[src/rtl/thrq_pkg.sv]
package thrq_pkg;
   typedef enum logic {
      FS_IDLE = 1'b0,
      FS_BUSY = 1'b1
   } fetch_st_t;
endpackage

[src/rtl/thrq_store.sv]
module thrq_store #(
   parameter int ADDR_W = 16,
   parameter int PRIO_W = 3,
   parameter int DEPTH  = 4,
   parameter int CNT_W  = $clog2(DEPTH + 1)
) (
   input  logic              clk,
   input  logic              rst_n,
   input  logic              ld_valid,
   input  logic [ADDR_W-1:0] ld_addr,
   input  logic [PRIO_W-1:0] ld_prio,
   input  logic              pop,
   output logic [CNT_W-1:0]  occ,
   output logic              head_valid,
   output logic [ADDR_W-1:0] head_addr,
   output logic              hd_upd,
   output logic              nxt_valid,
   output logic [ADDR_W-1:0] nxt_addr,
   output logic              ovf_pulse
);
   localparam logic [CNT_W-1:0] FULL = CNT_W'(DEPTH);

   logic [ADDR_W-1:0] a_q [DEPTH];
   logic [PRIO_W-1:0] p_q [DEPTH];
   logic [ADDR_W-1:0] a_1 [DEPTH];
   logic [PRIO_W-1:0] p_1 [DEPTH];
   logic [ADDR_W-1:0] a_n [DEPTH];
   logic [PRIO_W-1:0] p_n [DEPTH];
   logic [CNT_W-1:0]  occ_q, c_1, c_n, pos;
   logic              pop_ok, ins_ok, ovf_q;

   // stage 1: remove the head when a pop is honoured
   assign pop_ok = pop && (occ_q != '0);
   assign c_1    = occ_q - CNT_W'(pop_ok);
   assign ins_ok = ld_valid && (c_1 != FULL);
   assign c_n    = c_1 + CNT_W'(ins_ok);

   // insertion point: after every surviving entry of equal or smaller priority
   always_comb begin
      pos = '0;
      for (int i = 0; i < DEPTH; i++) begin
         if ((CNT_W'(i) < c_1) && (p_1[i] <= ld_prio)) pos = pos + CNT_W'(1);
      end
   end

   for (genvar g = 0; g < DEPTH; g++) begin : g_slot
      if (g == DEPTH - 1) begin : g_tail
         assign a_1[g] = pop_ok ? '0 : a_q[g];
         assign p_1[g] = pop_ok ? '0 : p_q[g];
      end else begin : g_body
         assign a_1[g] = pop_ok ? a_q[g+1] : a_q[g];
         assign p_1[g] = pop_ok ? p_q[g+1] : p_q[g];
      end
      if (g == 0) begin : g_head
         assign a_n[g] = (ins_ok && pos == '0) ? ld_addr : a_1[g];
         assign p_n[g] = (ins_ok && pos == '0) ? ld_prio : p_1[g];
      end else begin : g_rest
         assign a_n[g] = (!ins_ok || CNT_W'(g) < pos) ? a_1[g] :
                         (CNT_W'(g) == pos)            ? ld_addr : a_1[g-1];
         assign p_n[g] = (!ins_ok || CNT_W'(g) < pos) ? p_1[g] :
                         (CNT_W'(g) == pos)            ? ld_prio : p_1[g-1];
      end
   end

   always_ff @(posedge clk) begin
      if (!rst_n) begin
         occ_q <= '0;
         ovf_q <= 1'b0;
         for (int i = 0; i < DEPTH; i++) begin
            a_q[i] <= '0;
            p_q[i] <= '0;
         end
      end else begin
         occ_q <= c_n;
         ovf_q <= ld_valid && !ins_ok;
         for (int i = 0; i < DEPTH; i++) begin
            a_q[i] <= a_n[i];
            p_q[i] <= p_n[i];
         end
      end
   end

   assign occ        = occ_q;
   assign head_valid = (occ_q != '0);
   assign head_addr  = a_q[0];
   assign hd_upd     = pop_ok || (ins_ok && pos == '0);
   assign nxt_valid  = (c_n != '0);
   assign nxt_addr   = a_n[0];
   assign ovf_pulse  = ovf_q;
endmodule

[src/rtl/thrq_fetch.sv]
module thrq_fetch
   import thrq_pkg::*;
#(
   parameter int ADDR_W   = 16,
   parameter int LINE_W   = 128,
   parameter int LINE_OFS = 4
) (
   input  logic              clk,
   input  logic              rst_n,
   input  logic              hd_upd,
   input  logic              nxt_valid,
   input  logic [ADDR_W-1:0] nxt_addr,
   input  logic              head_valid,
   input  logic [ADDR_W-1:0] head_addr,
   input  logic              mem_ack,
   input  logic [LINE_W-1:0] mem_data,
   output logic              mem_req,
   output logic [ADDR_W-1:0] mem_addr,
   output logic              buf_valid,
   output logic [LINE_W-1:0] buf_line
);
   localparam logic [ADDR_W-1:0] OFS_MASK = ADDR_W'((1 << LINE_OFS) - 1);

   fetch_st_t         st_q;
   logic              stale_q, bv_q;
   logic [ADDR_W-1:0] rq_q;
   logic [LINE_W-1:0] line_q;

   function automatic logic [ADDR_W-1:0] line_of(input logic [ADDR_W-1:0] a);
      return a & ~OFS_MASK;
   endfunction

   always_ff @(posedge clk) begin
      if (!rst_n) begin
         st_q    <= FS_IDLE;
         stale_q <= 1'b0;
         bv_q    <= 1'b0;
         rq_q    <= '0;
         line_q  <= '0;
      end else begin
         if (hd_upd) bv_q <= 1'b0;
         unique case (st_q)
            FS_IDLE: begin
               if (hd_upd && nxt_valid) begin
                  st_q    <= FS_BUSY;
                  rq_q    <= line_of(nxt_addr);
                  stale_q <= 1'b0;
               end
            end
            FS_BUSY: begin
               if (mem_ack) begin
                  stale_q <= 1'b0;
                  if (hd_upd) begin
                     // head replaced on the acknowledge edge: drop, fetch the next head
                     st_q <= nxt_valid ? FS_BUSY : FS_IDLE;
                     rq_q <= line_of(nxt_addr);
                  end else if (stale_q) begin
                     st_q <= head_valid ? FS_BUSY : FS_IDLE;
                     rq_q <= line_of(head_addr);
                  end else begin
                     st_q   <= FS_IDLE;
                     bv_q   <= 1'b1;
                     line_q <= mem_data;
                  end
               end else if (hd_upd) begin
                  stale_q <= 1'b1;
               end
            end
            default: st_q <= FS_IDLE;
         endcase
      end
   end

   assign mem_req   = (st_q == FS_BUSY);
   assign mem_addr  = rq_q;
   assign buf_valid = bv_q;
   assign buf_line  = line_q;
endmodule

[src/rtl/thrd_resume_q.sv]
module thrd_resume_q #(
   parameter int ADDR_W = 16,
   parameter int PRIO_W = 3,
   parameter int DEPTH  = 4,
   parameter int LINE_W = 128
) (
   input  logic              clk,
   input  logic              rst_n,
   input  logic              ld_valid,
   input  logic [ADDR_W-1:0] ld_addr,
   input  logic [PRIO_W-1:0] ld_prio,
   input  logic              pop,
   output logic              head_valid,
   output logic [ADDR_W-1:0] head_addr,
   output logic              buf_valid,
   output logic [LINE_W-1:0] buf_line,
   output logic              ovf_pulse,
   output logic              mem_req,
   output logic [ADDR_W-1:0] mem_addr,
   input  logic              mem_ack,
   input  logic [LINE_W-1:0] mem_data
);
   localparam int CNT_W    = $clog2(DEPTH + 1);
   localparam int LINE_OFS = $clog2(LINE_W / 8);

   if (DEPTH < 2) begin : g_bad_depth
      $error("thrd_resume_q: DEPTH must be at least 2");
   end
   if ((LINE_W % 8 != 0) || ((1 << LINE_OFS) * 8 != LINE_W)) begin : g_bad_line
      $error("thrd_resume_q: LINE_W must be a power-of-two number of bytes");
   end
   if (LINE_OFS >= ADDR_W) begin : g_bad_addr
      $error("thrd_resume_q: ADDR_W too narrow for one line");
   end

   logic [CNT_W-1:0]  occ;
   logic              hd_upd, nxt_valid;
   logic [ADDR_W-1:0] nxt_addr;

   thrq_store #(
      .ADDR_W(ADDR_W), .PRIO_W(PRIO_W), .DEPTH(DEPTH), .CNT_W(CNT_W)
   ) u_store (
      .clk(clk), .rst_n(rst_n),
      .ld_valid(ld_valid), .ld_addr(ld_addr), .ld_prio(ld_prio), .pop(pop),
      .occ(occ), .head_valid(head_valid), .head_addr(head_addr),
      .hd_upd(hd_upd), .nxt_valid(nxt_valid), .nxt_addr(nxt_addr),
      .ovf_pulse(ovf_pulse)
   );

   thrq_fetch #(
      .ADDR_W(ADDR_W), .LINE_W(LINE_W), .LINE_OFS(LINE_OFS)
   ) u_fetch (
      .clk(clk), .rst_n(rst_n),
      .hd_upd(hd_upd), .nxt_valid(nxt_valid), .nxt_addr(nxt_addr),
      .head_valid(head_valid), .head_addr(head_addr),
      .mem_ack(mem_ack), .mem_data(mem_data),
      .mem_req(mem_req), .mem_addr(mem_addr),
      .buf_valid(buf_valid), .buf_line(buf_line)
   );
endmodule

[config.mk]
export PLATFORM = sky130hd
export DESIGN_NAME = thrd_resume_q
export DESIGN_NICKNAME = d
export VERILOG_FILES = /design/src/rtl/thrq_pkg.sv /design/src/rtl/thrq_store.sv /design/src/rtl/thrq_fetch.sv /design/src/rtl/thrd_resume_q.sv
export SDC_FILE = /design/constraint.sdc
export NUM_CORES = 1
export LEC_CHECK = 0
export BUFFER_PORTS_ARGS = -buffer_cell sky130_fd_sc_hd__buf_2
export CORE_AREA = 5 5 120 168
export CTS_CLUSTER_SIZE = 12
export DETAILED_ROUTE_END_ITERATION = 10
export DIE_AREA = 0 0 125 173
export GPL_TIMING_DRIVEN = 0
export PLACE_DENSITY = 0.81
export SLEW_MARGIN = 20
export SYNTH_ARGS = -nofsm -noshare
export SYNTH_HDL_FRONTEND = slang
export SYNTH_SLANG_ARGS = --single-unit
[constraint.sdc]
create_clock -name clk -period 7.85 [get_ports clk]
set_clock_uncertainty 0.2 [all_clocks]
set_input_delay 0.3925 -clock clk [delete_from_list [all_inputs] [get_ports clk]]
set_output_delay 0.3925 -clock clk [all_outputs]
set_load 0.01 [all_outputs]
==> impl_summary.md, run 1 <==
Run status
The flow ran to the end, and the final reports show no timing, DRC or antenna violations.

Critical path
The cell with the largest stage delay on the worst path is a21oi_2. The critical path is of the reg -> reg type. The worst setup path is captured at a flip-flop. The maximum fanout count along the critical path is 10. The worst setup path is launched from a flip-flop. The cell repeated most along the worst path is nand2_1.

The signal on the critical path passes through or3_1 > nand2_1 > inv_1 > clkbuf_1 > clkbuf_1 > nand2_1 > nand2_1 > ha_1 > a21o_1 > a21oi_1 > a31oi_1 > a21o_1 > inv_1 > ha_1 > a21o_1 > o211ai_4 > ha_1 > xnor2_1 > nand2_1 > or3_1 > a211oi_2 > nor2_1 > a21oi_2 > o22ai_1. The reg-to-reg critical path startpoint is u_store.occ[2]$_SDFF_PN0_. The critical path capture point is u_store.a_q[3][14]$_SDFFE_PN0P_. Data on the critical path is required at its endpoint by 8.01 ns. In this run the worst setup path begins at u_store.occ[2]$_SDFF_PN0_. The largest single stage delay on the critical path is 0.57 ns.

For flop-to-flop paths, the worst setup slack is 1.14 ns. The count of cells along the worst register-to-register path is 24. The critical register-to-register path endpoint is u_store.a_q[3][14]$_SDFFE_PN0P_.

The critical path arrival is 6.87 ns.

Synth
Summing the areas of all and, or, nand and nor instances in the mapped netlist gives 23.95% of the synthesized area. For this run, the leading register cell type out of synthesis is dfxtp_1. The number of enable-type register cells in the synthesized netlist is 0. The post-synthesis sequential element count is 223. The number of cells produced by synthesis is 1,272. The number of distinct library cells after synthesis is a little under 60. The portion of the post-synthesis area used by sequential elements is 44.70%. Multiplexer cells account for 4.122% of the synthesized area. The count of warnings emitted by yosys is 0. The average cell area after synthesis is 7.851 um2. The cell area that synthesis handed to floorplanning was 9987 um2.

Of the total synthesized cell area, the portion taken by full adders, half adders and majority gates is under 10%. Of the total synthesized cell area, the portion taken by XOR and XNOR cells is 0.8519%. In the synthesized netlist the async set-or-reset flop fraction comes to 0%. The fraction of the mapped netlist area in compound gates is 18.04%.

The dominant combinational cell family by area after synthesis is simple AND/OR/NAND/NOR gates.

Flow run
Across the run, the number of max-cap violations was 0.

Global routing
Entering global routing, the biggest net connects 13 pins. The initial antenna violation count is 2. The number of global-route vias before repair is 12.51k. The global-route usage over all layers is around 37%. The total congestion overflow after global routing is 0.

The first global-routing pass estimated 66,050 um of wire.

Floorplan
The die covers ~22,000 um2. The floorplan has 59 rows. The die height is 173 um.

The floorplan step set the die width to ~130 um. The core region is roughly 18,000 um2. The effective utilization at floorplan is 54.33%. The count of boundary I/O pins is 316.

CTS
The number of gates resized after CTS was 0. The number of buffers on the longest clock path is 3. The number of clock buffers inserted by TritonCTS is 23. The root buffer cell is clkbuf_16. For this design, the sink count on the clock tree is 223.

TritonCTS built the clock tree. The clock latency on the worst-skew pair is 0.51 ns. Clock-pin slew was measured on the worst setup and hold paths at 0.06 ns. CTS built an H-tree with a depth of 1.

STA
The final critical-path share of the clock period is 85.47%. The count of final hold-check violations came to 0. Setup repair after global routing left no endpoint under its margin. At the pin with the least slew margin, the transition time is between 1 and 1.5 ns. Measured against its own limit, the worst slew margin works out to 31.14%.

The number of pins with negative max-slew slack in the final report is 0. Setup slack on the critical path of the routed design comes to between 1 and 1.5 ns. The setup TNS is 0 ns. Hold is met by about 0.016 ns. The achievable clock frequency is 149.1 MHz. Setup violations remaining at the end of the flow were counted as 0. The post-layout minimum cycle time is 6.709 ns.

Route
The detail route stage leaves a number of antenna-violating nets equal to 0. The first-pass detailed-route iteration total is 6. The routed via count is 12.15k. The via-per-instance ratio is 6.072. After the first detailed-routing iteration, the DRC count stood at 1,262. In the routed design, unresolved DRC markers number 0. The wire length after detailed routing is 42,050 um. The per-cell routed wire length is roughly 21 um.

Final layout
Summing all multi-input logic gate instances after layout gives slightly below 5000 um2. The final-layout fill cell count is 1,241. The layout-stage area growth over the synthesis result is 39.11%. The fraction of layout instances using a drive strength above 1 is 21.99%.

The sequential cell area is 4464 um2. The end-of-flow core utilization is 75.58%. At the end of the flow, the number of nets in the layout was around 1.9k. Leaving out fill and tap cells, the most frequent cell in the layout is nand2_1. The top cell types in the final layout, fill and taps aside, are 332 x nand2_1, 330 x buf_2, 223 x dfxtp_1. The post-route cell area is 13,890 um2.

Power and ir drop
Power spread over the standard cell area amounts to 422.9 nW/um2. VDD sags by at most between 200 and 300 uV. In this run the static leakage power is 6.430 nW.

Placement
The final estimated routing congestion in global placement is 0.9684. The worst slack after detailed placement is 1.342 ns. The count of buffers inserted at the top-level ports is 310. The HPWL after detailed placement is 26,140 um. The placement-stage cell area is 11,860 um2.

Min path
The tightest min-delay check is of the in -> reg type.
## worst min-delay path by stage
stage                                         start  slack (ns)  depth (start not counted)                               to
floorplan           u_store.a_q[3][11]$_SDFFE_PN0P_        0.22                          2  u_store.a_q[3][11]$_SDFFE_PN0P_
global placement     u_store.a_q[3][7]$_SDFFE_PN0P_        0.23                          2   u_store.a_q[3][7]$_SDFFE_PN0P_
detailed placement  u_store.a_q[3][13]$_SDFFE_PN0P_        0.24                          2  u_store.a_q[3][13]$_SDFFE_PN0P_
CTS                                      ld_addr[6]       0.001                          3     u_store.a_q[0][6]$_SDFF_PN0_
global route                             ld_addr[6]        0.01                          3     u_store.a_q[0][6]$_SDFF_PN0_
finish                                   ld_addr[6]        0.02                          3     u_store.a_q[0][6]$_SDFF_PN0_
## flip-flops by register name, summed over array words and instances, names as in the netlist
name and flops:
u_store.occ 3, u_store.a_q 64, u_store.p_q 12, u_fetch.mem_addr 12, u_store.ovf_pulse 1, u_fetch.stale_q 1
u_fetch.buf_line 128, u_fetch.mem_req 1, u_fetch.buf_valid 1
## repair_timing
action,CTS,global route
endpoints found under the hold margin,138,0
hold buffers,137,0
buffers inserted,0,0
## synth_stat cells, types with 3 or more instances
| library cell | number | area, um2 |
|---|---|---|
| buf_2 | 20 | 100.1 |
| buf_4 | 4 | 30.03 |
| dfxtp_1 | 223 | 4464 |
| a21oi_1 | 21 | 105.1 |
| nor4_1 | 5 | 31.28 |
| and2_1 | 7 | 43.79 |
| a31o_2 | 5 | 43.79 |
| xor2_1 | 3 | 26.28 |
| buf_6 | 7 | 78.83 |
| nand2b_1 | 3 | 18.77 |
| o22ai_1 | 31 | 193.9 |
| ha_1 | 21 | 262.8 |
| a31oi_1 | 17 | 106.4 |
| o211ai_1 | 4 | 30.03 |
| xnor2_1 | 3 | 26.28 |
| nor3_1 | 12 | 60.06 |
| mux2i_1 | 40 | 400.4 |
| nand2_1 | 332 | 1246 |
| inv_1 | 18 | 67.56 |
| o21a_1 | 12 | 90.09 |
| nor2_1 | 33 | 123.9 |
| o21ai_1 | 20 | 100.1 |
| o21ai_0 | 130 | 650.6 |
| a311oi_1 | 3 | 26.28 |
| a21o_1 | 11 | 82.58 |
| nand3_1 | 143 | 715.7 |
| and3_1 | 10 | 62.56 |
| o2bb2ai_1 | 3 | 26.28 |
| buf_1 | 3 | 11.26 |
| clkbuf_1 | 72 | 270.3 |
| o31ai_1 | 5 | 37.54 |
| a211oi_1 | 17 | 127.6 |
## area by class of cell
cell class,count,share of cell area [%]
Buffer,106,3.530
Sequential cell,223,32.13
Antenna cell,2,0.03602
Timing Repair Buffer,447,21.04
Inverter,20,0.5403
Multi-Input combinational cell,926,35.80
Clock inverter,4,0.3512
Clock buffer,29,4.377
Tap cell,244,2.197
## through the flow
step	cells	total power, mW
2_1_floorplan	1275	3.730
3_3_place_gp	1829	4.617
3_5_place_dp	1829	4.678
4_1_cts	1999	5.739
5_1_grt	2001	6.174
6_report	2001	5.876
## power breakdown
part	internal [mW]	total [mW]	switching (mW)
Clock	0.573	1.02	0.449
Sequential	1.37	1.50	0.135
Combinational	1.18	3.35	2.17
## critical path: cells and delay by family, from the launching register on
family / cells / cell delay [ns]
simple gates: 7 / 1.38
fa+ha+maj: 3 / 0.82
compound gates: 9 / 2.29
flops: 1 / 0.39
buf+inv: 4 / 1.37
xor+xnor: 1 / 0.14
## routing by layer
metal  global-route usage [%]  wire [um]  part of all wire, %  up-vias
li1                         -          -                    -     5343
met5                        0          0                    0        -
met3                    8.488       4225                   10      326
met2                    64.83      20470                   49      926
met4                    27.58       3733                  8.9        0
met1                    38.48      13630                   32     5555
## cells by family after synthesis
| logic type | after synthesis |
|---|---|
| and+or+nand+nor | 557 |
| AOI/OAI and AO/OA | 295 |
| DFF | 223 |
| buffers and inverters | 126 |
| muxes | 41 |
| adders and majority gates | 21 |
| xor gates and xnor gates | 8 |
| other | 1 |
(Power assumes the default switching activity.)
==> inputs of run 2 (changes only) <==
- PLACE_DENSITY: 0.81 -> 0.84
==> run 2 against run 1 <==
Design area fell by 0.25%. Worst hold slack improved by 0.0031 ns. Critical path depth did not move. Clock-buffer cell count did not move. First-iteration DRC count fell by 1.1%. Sequential cell count did not move. Via count rose by 1.2%. Sequential share of layout area rose by 0.081 points. Sequential power barely moved. Fmax fell by 3.9%. Wire length rose by 2.8%. Largest power group unchanged. Highest routed layer unchanged.
==> impl_summary.md, run 2 (same netlist as run 1, synthesis figures left out) <==
Final layout
The fraction of layout instances using a drive strength above 1 is 21.97% (was 21.99%). The total number of nets in the final design is 1,919 (was 1,920). The most common cell after layout, fill and taps aside was nand2_1 (unchanged).

The layout-stage area growth over the synthesis result came to 38.76% (was 39.11%). The flip-flop count of the largest register after layout came to 128 (unchanged). The end-of-flow core utilization is 75.39% (was 75.58%). Top library cells by usage in the layout, fill and taps aside: 332 x nand2_1, 330 x buf_2, 223 x dfxtp_1 (unchanged).

STA
The setup TNS was 0 ns (unchanged). The final critical-path share of the clock period is 88.91% (was 85.47%). The count of final hold-check violations is 0 (unchanged).

The achievable clock frequency was 143.3 MHz (was 149.1 MHz). The worst hold-check slack is 0.01879 ns (was 0.01565 ns). The slew at the pin closest to its max-slew limit is 1.051 ns (was 1.029 ns).

The worst slew slack as a fraction of its limit is 29.63% (was 31.14%). The total of endpoints with negative setup slack in the final report is 0 (unchanged). The number of pins with negative max-slew slack in the final report is 0 (unchanged).

Unrepaired setup endpoints after global routing: no (unchanged). The post-layout minimum cycle time is 6.980 ns (was 6.709 ns).

Critical path
The reg-to-reg critical path startpoint was u_store.occ[2]$_SDFF_PN0_ (unchanged). The category of the worst setup path launch point was a flip-flop (unchanged). The maximum fanout count along the critical path is 10 (unchanged).

The sort of element at the end of the critical path was a flip-flop (unchanged). The critical path arrival came to 7.12 ns (was 6.87 ns). The worst setup path startpoint is u_store.occ[2]$_SDFF_PN0_ (unchanged).

The required time of the critical path is 7.99 ns (was 8.01 ns). The start-to-end type of the worst setup path is reg -> reg (unchanged).

Floorplan
The floorplan die width is 125 um (unchanged). The site row count is 59 (unchanged). The effective utilization at floorplan is 54.33% (unchanged). The die height is 173 um (unchanged). The count of boundary I/O pins came to 316 (unchanged). The die outline area was 21,630 um2 (unchanged). The placeable core region is 18,380 um2 (unchanged).

CTS
The TritonCTS sink count is 223 (unchanged). The number of setup buffers added after CTS came to 0 (unchanged). The number of buffers on the longest clock path is 3 (unchanged).

The H-tree depth reported by CTS is 1 (unchanged). The clock-pin slew on the worst setup and hold paths is 0.07 ns (was 0.06 ns). The root buffer cell was clkbuf_16 (unchanged). The clock latency on the worst-skew pair is 0.51 ns (about the same). The TritonCTS clock tree is built (unchanged). The number of clock buffers inserted by TritonCTS came to 23 (unchanged).

Route
The detailed-routing wirelength on met1 was 13,400 um (was 13,630 um). The number of DRC markers after the initial detailed-route iteration is 1,248 (was 1,262). The number of remaining DRC errors is 0 (unchanged). The via-per-instance ratio is 6.151 (was 6.072). The count of antenna-violating nets left after detailed routing was 0 (unchanged). The first-pass detailed-route iteration total is 7 (was 6). The met3 layer wire length in the routed design is 4754 um (was 4225 um). The per-cell routed wire length is 21.64 um (was 21.01 um). The highest metal layer used by the detailed router is met4 (unchanged). The routed via count is 12.29k (was 12.15k). The wire length after detailed routing is 43,240 um (was 42,050 um). The total length of routed met2 wires is 21,090 um (was 20,470 um).

Placement
The final estimated routing congestion in global placement was 0.9869 (was 0.9684). The count of buffers inserted at the top-level ports came to 310 (unchanged). The HPWL after detailed placement is 26,690 um (was 26,140 um).

Min path
The class of the tightest hold or removal check is in -> reg (unchanged). The critical hold path startpoint is ld_addr[2] (was ld_addr[6]).

Global routing
The total congestion overflow after global routing is 0 (unchanged). The global-route wire length before repair is 66,990 um (was 66,050 um). The number of global-route vias before repair came to 12.65k (was 12.51k). The global-route usage over all layers was 38.03% (was 37.14%). The maximum number of pins on one net before global-route repair was 13 (unchanged). The initial antenna violation count was 2 (unchanged).

Power and ir drop
The cell leakage power is 6.414 nW (was 6.430 nW). The maximum ir drop on the vdd rail is 251.9 uV (was 255.2 uV). The power density normalized to cell area is 424.7 nW/um2 (was 422.9 nW/um2).

Run status
Result of the run: finished, final reports clean (unchanged).

Flow run
The number of max-cap violations is 0 (unchanged).
==> run 2: cell count changes in the layout (fill, tap and decap cells not counted), sizes merged <==
| cell | previous run | this run |
|---|---|---|
| bufinv | 1 | 0 |
| dlygate4sd3 | 137 | 136 |
| inv | 19 | 18 |
==> run 2: cell type report <==
type	count	area (um2)
diodes	2	5.005
plain buffers	106	490.5
clock buffers	29	618.1
clock inverters	2	13.76
fillers	1229	4523
inverters	20	75.07
multi-input cells	926	4974
flip-flops and latches	223	4464
well taps	244	305.3
repair buffers	446	2913
==> run 2: path summary, 6_finish.rpt <==
kind	to	slack, ns	cells after the start
worst min-delay path	u_store.a_q[0][2]$_SDFF_PN0_	0.02	3
worst max register to register	u_store.a_q[3][14]$_SDFFE_PN0P_	0.87	24
worst max-delay path	u_store.a_q[3][14]$_SDFFE_PN0P_	0.87	24
worst min register to register	u_store.a_q[3][6]$_SDFFE_PN0P_	0.26	2
==> run 2: power by group <==
part	switching (mW)	internal, mW	leakage (nW)	total [mW]
logic	2.19	1.18	4.29	3.37
clock network	0.458	0.547	0.311	1.00
registers	0.138	1.37	1.81	1.51
==> run 2: stage by stage <==
stage / instances / area, um2 / power (mW) / worst slack, ns
3_5_place_dp: 1829 / 11860 / 4.692 / 1.194
6_report: 1998 / 13860 / 5.885 / 0.8702
5_1_grt: 1998 / 13860 / 6.162 / 0.6312
4_1_cts: 1996 / 13850 / 5.733 / 1.175
3_3_place_gp: 1829 / 11860 / 4.634 / 1.219
2_1_floorplan: 1275 / 9998 / 3.730 / 2.664
==> run 2: worst max-delay path: stages, from the launching register on <==
cell and delay (ns):
dfxtp_1 0.41, or3_1 0.19, nand2_1 0.23, inv_1 0.20, clkbuf_1 0.54, clkbuf_1 0.56, nand2_1 0.11, nand2_1 0.13
ha_1 0.26, a21o_1 0.16, a21oi_1 0.13, a31oi_1 0.07, a21o_1 0.20, inv_1 0.09, ha_1 0.29, a21o_1 0.21
o211ai_4 0.27, ha_1 0.28, xnor2_1 0.15, nand2_1 0.06, or3_1 0.35, a211oi_2 0.56, nor2_1 0.34, a21oi_2 0.63
o22ai_1 0.18
==> run 2: what timing repair did <==
| action | CTS | global route |
|---|---|---|
| hold buffers | 136 | 0 |
| endpoints found under the hold margin | 136 | 0 |
| resized for setup | 0 | 0 |
==> run 2: layer usage <==
metal / track usage (%) / vias up
li1: - / 5337
met1: 38.71 / 5556
met2: 65.66 / 1044
met3: 10.19 / 353
met4: 29.16 / 0
met5: 0 / -
